### src/rtl/mdio32_pkg.sv
package mdio32_pkg;
  typedef enum logic [1:0] {
    OP_READ  = 2'd0,
    OP_WRITE = 2'd1,
    OP_RMW   = 2'd2,
    OP_RSVD  = 2'd3
  } op_e;

  typedef enum logic [2:0] {
    ST_IDLE,
    ST_PAGE,
    ST_RD_LO,
    ST_RD_HI,
    ST_WR_LO,
    ST_WR_HI
  } st_e;

  typedef struct packed {
    logic [4:0]  pg_phy;
    logic [4:0]  pg_reg;
    logic [15:0] page;
    logic [4:0]  dat_phy;
    logic [4:0]  dat_reg;
  } xlate_t;
endpackage

### src/rtl/mdio32_addr_map.sv
module mdio32_addr_map
  import mdio32_pkg::*;
#(
  parameter logic [4:0] PAGE_PHY_BASE = 5'h18,
  parameter logic [4:0] DATA_PHY_BASE = 5'h10
) (
  input  logic [31:0] addr_i,
  output xlate_t      xl_o
);
  localparam int SW_LSB   = 24;
  localparam int PAGE_LSB = 8;
  localparam int SUB_LSB  = 5;

  logic [7:0] sw_addr;
  assign sw_addr = addr_i[SW_LSB +: 8];

  always_comb begin
    xl_o.pg_phy  = PAGE_PHY_BASE | {2'b00, sw_addr[7:5]};
    xl_o.pg_reg  = sw_addr[4:0];
    xl_o.page    = addr_i[PAGE_LSB +: 16];
    xl_o.dat_phy = DATA_PHY_BASE | {2'b00, addr_i[SUB_LSB +: 3]};
    xl_o.dat_reg = {addr_i[4:2], 2'b00}; // register field kept in place
  end
endmodule

### src/rtl/mdio32_word_buf.sv
module mdio32_word_buf #(
  parameter int HALF_W = 16,
  localparam int WORD_W = 2 * HALF_W
) (
  input  logic              clk_i,
  input  logic              rst_ni,
  input  logic              load_i,
  input  logic [WORD_W-1:0] wdata_i,
  input  logic [WORD_W-1:0] clr_i,
  input  logic [WORD_W-1:0] set_i,
  input  logic              rmw_i,
  input  logic              lo_we_i,
  input  logic              hi_we_i,
  input  logic [HALF_W-1:0] half_i,
  output logic [WORD_W-1:0] rd_o,
  output logic [WORD_W-1:0] wr_o
);
  logic [HALF_W-1:0] rd_lo_q, rd_hi_q;
  logic [WORD_W-1:0] wdata_q, clr_q, set_q;

  always_ff @(posedge clk_i or negedge rst_ni) begin
    if (!rst_ni) begin
      rd_lo_q <= '0;
      rd_hi_q <= '0;
      wdata_q <= '0;
      clr_q   <= '0;
      set_q   <= '0;
    end else if (load_i) begin
      rd_lo_q <= '0;
      rd_hi_q <= '0;
      wdata_q <= wdata_i;
      clr_q   <= clr_i;
      set_q   <= set_i;
    end else begin
      if (lo_we_i) rd_lo_q <= half_i;
      if (hi_we_i) rd_hi_q <= half_i;
    end
  end

  assign rd_o = {rd_hi_q, rd_lo_q};
  assign wr_o = rmw_i ? ((rd_o & ~clr_q) | set_q) : wdata_q;
endmodule

### src/rtl/mdio32_seq.sv
module mdio32_seq
  import mdio32_pkg::*;
#(
  parameter logic [4:0] PAGE_PHY_BASE = 5'h18,
  parameter logic [4:0] DATA_PHY_BASE = 5'h10,
  parameter int         HALF_W        = 16,
  localparam int        WORD_W        = 2 * HALF_W
) (
  input  logic              clk_i,
  input  logic              rst_ni,
  input  logic              req_valid_i,
  output logic              req_ready_o,
  input  logic [1:0]        req_op_i,
  input  logic [31:0]       req_addr_i,
  input  logic [WORD_W-1:0] req_wdata_i,
  input  logic [WORD_W-1:0] req_clr_i,
  input  logic [WORD_W-1:0] req_set_i,
  output logic              done_o,
  output logic              err_o,
  output logic [WORD_W-1:0] rdata_o,
  output logic              cmd_valid_o,
  output logic              cmd_write_o,
  output logic [4:0]        cmd_phy_o,
  output logic [4:0]        cmd_reg_o,
  output logic [HALF_W-1:0] cmd_wdata_o,
  input  logic              cmd_ack_i,
  input  logic              cmd_err_i,
  input  logic [HALF_W-1:0] cmd_rdata_i
);
  st_e    st_q, st_d;
  op_e    op_q;
  xlate_t xl_in, xl_q;
  logic   done_q, err_q, accept, step_ok;
  logic [WORD_W-1:0] wr_word;

  mdio32_addr_map #(
    .PAGE_PHY_BASE(PAGE_PHY_BASE),
    .DATA_PHY_BASE(DATA_PHY_BASE)
  ) u_addr_map (
    .addr_i (req_addr_i),
    .xl_o   (xl_in)
  );

  assign accept  = (st_q == ST_IDLE) && req_valid_i;
  assign step_ok = cmd_valid_o && cmd_ack_i && !cmd_err_i;

  mdio32_word_buf #(.HALF_W(HALF_W)) u_word_buf (
    .clk_i   (clk_i),
    .rst_ni  (rst_ni),
    .load_i  (accept),
    .wdata_i (req_wdata_i),
    .clr_i   (req_clr_i),
    .set_i   (req_set_i),
    .rmw_i   (op_q == OP_RMW),
    .lo_we_i (step_ok && st_q == ST_RD_LO),
    .hi_we_i (step_ok && st_q == ST_RD_HI),
    .half_i  (cmd_rdata_i),
    .rd_o    (rdata_o),
    .wr_o    (wr_word)
  );

  always_comb begin
    unique case (st_q)
      ST_PAGE:  st_d = (op_q == OP_WRITE) ? ST_WR_LO : ST_RD_LO;
      ST_RD_LO: st_d = ST_RD_HI;
      ST_RD_HI: st_d = (op_q == OP_RMW) ? ST_WR_LO : ST_IDLE;
      ST_WR_LO: st_d = ST_WR_HI;
      default:  st_d = ST_IDLE;
    endcase
  end

  always_ff @(posedge clk_i or negedge rst_ni) begin
    if (!rst_ni) begin
      st_q   <= ST_IDLE;
      op_q   <= OP_READ;
      xl_q   <= '0;
      done_q <= 1'b0;
      err_q  <= 1'b0;
    end else begin
      done_q <= 1'b0;
      if (accept) begin
        st_q  <= ST_PAGE;
        op_q  <= op_e'(req_op_i);
        xl_q  <= xl_in;
        err_q <= 1'b0;
      end else if (st_q != ST_IDLE && cmd_ack_i) begin
        if (cmd_err_i) begin
          st_q   <= ST_IDLE;
          err_q  <= 1'b1;
          done_q <= 1'b1;
        end else begin
          st_q <= st_d;
          if (st_d == ST_IDLE) done_q <= 1'b1;
        end
      end
    end
  end

  always_comb begin
    cmd_write_o = 1'b0;
    cmd_phy_o   = xl_q.dat_phy;
    cmd_reg_o   = xl_q.dat_reg;
    cmd_wdata_o = '0;
    unique case (st_q)
      ST_PAGE: begin
        cmd_write_o = 1'b1;
        cmd_phy_o   = xl_q.pg_phy;
        cmd_reg_o   = xl_q.pg_reg;
        cmd_wdata_o = xl_q.page;
      end
      ST_RD_HI: cmd_reg_o = xl_q.dat_reg | 5'd2;
      ST_WR_LO: begin
        cmd_write_o = 1'b1;
        cmd_wdata_o = wr_word[HALF_W-1:0];
      end
      ST_WR_HI: begin
        cmd_write_o = 1'b1;
        cmd_reg_o   = xl_q.dat_reg | 5'd2;
        cmd_wdata_o = wr_word[WORD_W-1:HALF_W];
      end
      default: ;
    endcase
  end

  assign cmd_valid_o = (st_q != ST_IDLE);
  assign req_ready_o = (st_q == ST_IDLE);
  assign done_o      = done_q;
  assign err_o       = err_q;

  AST_CMD_HOLD: assert property (@(posedge clk_i) disable iff (!rst_ni)
    cmd_valid_o && !cmd_ack_i |=> cmd_valid_o && $stable(cmd_phy_o) && $stable(cmd_reg_o)
      && $stable(cmd_write_o) && $stable(cmd_wdata_o));
  AST_ERR_HALT: assert property (@(posedge clk_i) disable iff (!rst_ni)
    cmd_valid_o && cmd_ack_i && cmd_err_i |=> !cmd_valid_o && done_o && err_o);
  AST_PAGE_FIRST: assert property (@(posedge clk_i) disable iff (!rst_ni)
    $rose(cmd_valid_o) |-> cmd_write_o && cmd_phy_o == (PAGE_PHY_BASE | {2'b00, cmd_phy_o[2:0]}));
  AST_HIGH_AFTER_LOW: assert property (@(posedge clk_i) disable iff (!rst_ni)
    step_ok && (st_q == ST_RD_LO || st_q == ST_WR_LO) |=>
      cmd_valid_o && cmd_reg_o == ($past(cmd_reg_o) | 5'd2) && cmd_write_o == $past(cmd_write_o));
  AST_DONE_PULSE: assert property (@(posedge clk_i) disable iff (!rst_ni)
    done_o |=> !done_o);
  AST_RESULT_HOLD: assert property (@(posedge clk_i) disable iff (!rst_ni)
    !accept |=> $stable(rdata_o) || cmd_valid_o || $past(cmd_valid_o));
endmodule

### config.mk
export PLATFORM = sky130hd
export DESIGN_NAME = mdio32_seq
export DESIGN_NICKNAME = d
export VERILOG_FILES = /design/src/rtl/mdio32_pkg.sv /design/src/rtl/mdio32_addr_map.sv /design/src/rtl/mdio32_word_buf.sv /design/src/rtl/mdio32_seq.sv
export SDC_FILE = /design/constraint.sdc
export NUM_CORES = 1
export LEC_CHECK = 0
export BUFFER_PORTS_ARGS = -buffer_cell sky130_fd_sc_hd__buf_2
export CAP_MARGIN = 20
export CORE_ASPECT_RATIO = 0.7
export CORE_MARGIN = 5
export CORE_UTILIZATION = 35
export CTS_BUF_LIST = sky130_fd_sc_hd__clkbuf_8
export DETAILED_ROUTE_END_ITERATION = 6
export GPL_ROUTABILITY_DRIVEN = 0
export HOLD_SLACK_MARGIN = 0.1
export PLACE_DENSITY = 0.57
export RECOVER_POWER = 50
export SLEW_MARGIN = 20
export SYNTH_ARGS = -nofsm -noshare
export SYNTH_HDL_FRONTEND = slang
export SYNTH_HIERARCHICAL = 1
export SYNTH_SLANG_ARGS = --single-unit
export TNS_END_PERCENT = 1
### constraint.sdc
create_clock -name clk_i -period 2.91 [get_ports clk_i]
set_clock_uncertainty 0.15 [all_clocks]
set_input_delay 0.1455 -clock clk_i [delete_from_list [all_inputs] [get_ports clk_i]]
set_output_delay 0.1455 -clock clk_i [all_outputs]
set_load 0.03 [all_outputs]
==> results by stage <==
Clock tree:
- The tree is rooted in a sky130_fd_sc_hd__clkbuf_8.
- The CTS tree is built.
- CTS built an H-tree with a depth of 4.
- Counting every sink on the clock net gives 171.
- The later pin in the worst-skew pair is clocked with a latency of 0.45 ns.
- The maximum clock path buffer count is 2.
- The clock-pin slew on the worst setup and hold paths is 0.10 ns.
- Counting the buffers created by CTS gives 17.

Timing:
- The worst path uses 94.6% of the clock period.
- The worst path needs 2.75 ns of the cycle, external delays included.
- The timing-limited maximum frequency is 0.363 GHz.
- Setup violations remaining at the end of the flow were counted as 0.
- Setup repair after global routing left no endpoint under its margin.
- The final-report hold violation count is 0.
- Hold timing on the final database bottoms out at a slack of 0.276 ns.
- Adding up every negative setup slack in the final design gives 0 ns.
- The final number of max-transition violations came to 74.
- Headroom to the max-slew limit came out at -32.9%.
- At the pin with the least slew margin, the transition time is 1.99 ns.

Detailed routing:
- The DRC marker count from the first detailed-route iteration is 319.
- In the routed layout, each cell is associated on average with a via count of 4.54.
- The count of nets left with antenna violations once routing finished came out at 0.
- The routed layout has 6146 vias.
- Summed over all layers, the routed wires come to 24.2 mm.
- In the final routed layout, each cell accounts on average for 17.9 um.
- For this run, design rule violations remaining after detail routing come to 0.
- The pre-antenna-repair detailed-routing pass consisted of 4 iterations.

Floorplanning:
- The die is 137 um tall.
- The area of the die is 26300 um2.
- In this run the standard cell core region covers 22700 um2.
- The initial utilization of the core area, before any placement, comes to 35.6%.
- The width of the die is 192 um.
- Pin placement for this block handled 214 I/O pins.
- The number of core rows is 46.

Pwr:
- Power spread over the standard cell area amounts to 1040 nW/um2.
- The analysis attributes to cell leakage a power of 4.99 nW.
- The worst-case IR drop observed on VDD is 0.468 mV.

Placed design:
- In this run the tool buffered the top-level ports with 211 buffer cells.
- After detailed placement, the design holds a cell count of 1170.
- Once placement finished, the instance area stood at 9200 um2.
- Detailed placement finished with a half-perimeter wire length of 16.7 mm.

Yosys:
- The cell type with the largest total area after synthesis is sky130_fd_sc_hd__dfrtp_1.
- The async set or reset register ratio after synthesis is 100%.
- Yosys printed 6 warnings.
- The fraction of the yosys area taken by sequential cells is 52.8%.
- The share of synthesized area in the top cell type comes to 52.8%.
- In this run, synthesis inferred 0 flip-flops with an integrated enable.
- The cell area after synthesis is 8100 um2.
- The most frequently used flop master after synthesis is sky130_fd_sc_hd__dfrtp_1.
- Counting every instance in the synthesized netlist gives 707.
- By area the synthesized netlist is led by sky130_fd_sc_hd__dfrtp_1, sky130_fd_sc_hd__mux2_2, sky130_fd_sc_hd__buf_4, sky130_fd_sc_hd__mux2i_1, sky130_fd_sc_hd__nor2_1.
- The number of distinct library cells after synthesis is 29.
- Synthesis inferred 171 register bits.
- After synthesis, the mean cell area works out to 11.5 um2.

Min path:
- The cell depth of the worst hold path is 4.
- The worst min-delay path startpoint is req_set_i[7].
- The tightest min-delay check is of the in2reg type.
- The worst hold path terminates at u_word_buf/set_q[7]$_DFFE_PN0P_.

Critical path:
- The worst reg-to-reg path cell count is 6.
- At the worst endpoint, the required time is 2.61 ns.
- The startpoint identified for the worst register-to-register timing path is st_q[0]$_DFFE_PN0P_.
- The critical path endpoint category is a primary output.
- The worst setup path is of the reg2out kind.
- Across all register-to-register paths, the minimum setup slack is 0.67 ns.
- At the worst endpoint, the arrival time is 2.46 ns.
- In this run the worst path has a maximum fanout of 48.
- STA classifies the critical path startpoint as a register.
- The endpoint of the worst register-to-register path is u_word_buf/rd_hi_q[2]$_DFFE_PN0P_.

Run:
- The number of max-cap violations is 1.

GRT:
- The initial antenna violation count came to 0.
- Entering global routing, the biggest net connects 90 pins.
- Global routing finished with a remaining overflow of 0.
- The number of global-route vias before repair is 6562.
- Global routing used 19.0% of the available tracks across all layers.
- The wire length of the first global-routing pass is 37.8 mm.

Outcome:
- The final reports fail on max-capacitance violations, max-slew violations.
- The run finished, with violations left.

Finish:
- The total non-filler cell area in the finished layout is 11100 um2.
- The number of standard cells in the layout, taps in and fillers out is 1354.
- After filler insertion, the fill cell instance count of the layout stands at 2060.
- The final layout contains 1180 nets.
- The number of antenna cells inserted is 0.
- The area growth from synthesis to layout is 36.7%.
- The fraction of final layout cells with drive strength greater than 1 is 34.5%.
[worst max-delay path by stage]
stage / start / to / slack [ns] / cells past startpoint
finish: op_q[0]$_DFFE_PN0P_ / cmd_wdata_o[7] / 0.16 / 8
global route: op_q[0]$_DFFE_PN0P_ / cmd_wdata_o[6] / 0.009 / 8
CTS: op_q[0]$_DFFE_PN0P_ / cmd_wdata_o[1] / 0.12 / 9
detailed placement: op_q[0]$_DFFE_PN0P_ / cmd_wdata_o[1] / 0.67 / 9
global placement: op_q[0]$_DFFE_PN0P_ / cmd_wdata_o[0] / 0.68 / 9
floorplan: st_q[2]$_DFFE_PN0P_ / u_word_buf/wdata_q[30]$_DFFE_PN0P_ / 0.69 / 8
[cell usage after synthesis, types with 2 or more instances]
cell,instances
sky130_fd_sc_hd__nand2_1,37
sky130_fd_sc_hd__clkbuf_1,8
sky130_fd_sc_hd__o31ai_1,3
sky130_fd_sc_hd__buf_2,17
sky130_fd_sc_hd__a22oi_1,17
sky130_fd_sc_hd__mux2i_1,33
sky130_fd_sc_hd__mux2_4,11
sky130_fd_sc_hd__buf_4,46
sky130_fd_sc_hd__nor2_1,83
sky130_fd_sc_hd__dfrtp_1,171
sky130_fd_sc_hd__mux2_2,115
sky130_fd_sc_hd__buf_6,6
sky130_fd_sc_hd__conb_1,2
sky130_fd_sc_hd__a31oi_1,32
sky130_fd_sc_hd__inv_1,35
sky130_fd_sc_hd__clkbuf_4,2
sky130_fd_sc_hd__a21oi_1,4
sky130_fd_sc_hd__nand2b_1,32
sky130_fd_sc_hd__nor2b_1,6
sky130_fd_sc_hd__buf_12,2
sky130_fd_sc_hd__o21ai_0,37
[kinds of logic (layout without fill, tap and decap cells)]
logic type	after synthesis	in the layout	share of synthesized area, %
flops	171	171	52.8
other cells	2	6	0.0927
buf+inv	116	447	8.82
simple gates	164	164	9.14
compound gates	95	95	7.06
mux	159	159	22.1
[worst max-delay path, cell delays in order, from the launching register on]
cell	delay [ns]
sky130_fd_sc_hd__dfrtp_1	0.43
sky130_fd_sc_hd__nor2b_4	0.14
sky130_fd_sc_hd__buf_12	0.23
sky130_fd_sc_hd__nor2_1	0.08
sky130_fd_sc_hd__a31oi_1	0.37
sky130_fd_sc_hd__mux2_2	0.27
sky130_fd_sc_hd__a22oi_1	0.07
sky130_fd_sc_hd__nor2_1	0.17
sky130_fd_sc_hd__buf_2	0.23
[registers in the layout, indices dropped and copies added, names as in the netlist]
register and count:
done_o 1, xl_q 36, u_word_buf/wdata_q 32, op_q 2, err_o 1, u_word_buf/clr_q 32
u_word_buf/set_q 32, u_word_buf/rd_lo_q 16, st_q 3, u_word_buf/rd_hi_q 16
[power by group]
group | leakage, nW | switching (W) | internal (W)
Combinational | 2.69 | 0.00324 | 0.00246
Sequential | 2.10 | 0.000588 | 0.00348
Clock | 0.204 | 0.000921 | 0.000815
Total | 4.99 | 0.00475 | 0.00675
[layer usage]
metal	track usage, %	share of wire (%)
met4	5.14	1.3
met2	27.9	43
met5	0	0
met1	28.5	51
met3	3.98	4.6
[area by class of cell]
cell class / count / area, um2 / share of cell area, %
clock inverters: 13 / 141 / 1.28
clock buffers: 19 / 262 / 2.36
multi-input cells: 424 / 3150 / 28.4
well taps: 312 / 390 / 3.52
inverters: 35 / 131 / 1.19
flip-flops and latches: 171 / 4280 / 38.6
repair buffers: 380 / 2730 / 24.6
[cell usage in the layout (no fill, tap or decap), types with 33 or more instances in the layout]
cell type                       synthesis  layout
sky130_fd_sc_hd__inv_1                 35      36
sky130_fd_sc_hd__nand2_1               37      37
sky130_fd_sc_hd__mux2_2               115     115
sky130_fd_sc_hd__o21ai_0               37      37
sky130_fd_sc_hd__dlygate4sd3_1          0     152
sky130_fd_sc_hd__dfrtp_1              171     171
sky130_fd_sc_hd__nor2_1                83      83
sky130_fd_sc_hd__mux2i_1               33      33
sky130_fd_sc_hd__buf_2                 17     179
[per-stage QoR]
stage               total power (W)  setup WS (ns)  util, %
floorplan                   0.00809          0.688        -
global placement            0.00960          0.677     40.5
detailed placement          0.00968          0.670     40.5
CTS                          0.0117          0.124     48.9
global route                 0.0123        0.00947     48.7
finish                       0.0115          0.157     48.7
[timing repair]
action | CTS | global route
hold endpoints to repair | 308 | 0
setup endpoints to repair | 0 | 3
hold buffers | 152 | 0
buffers inserted | 0 | 0
gates resized for setup | 0 | 1
(Power assumes the default switching activity.)
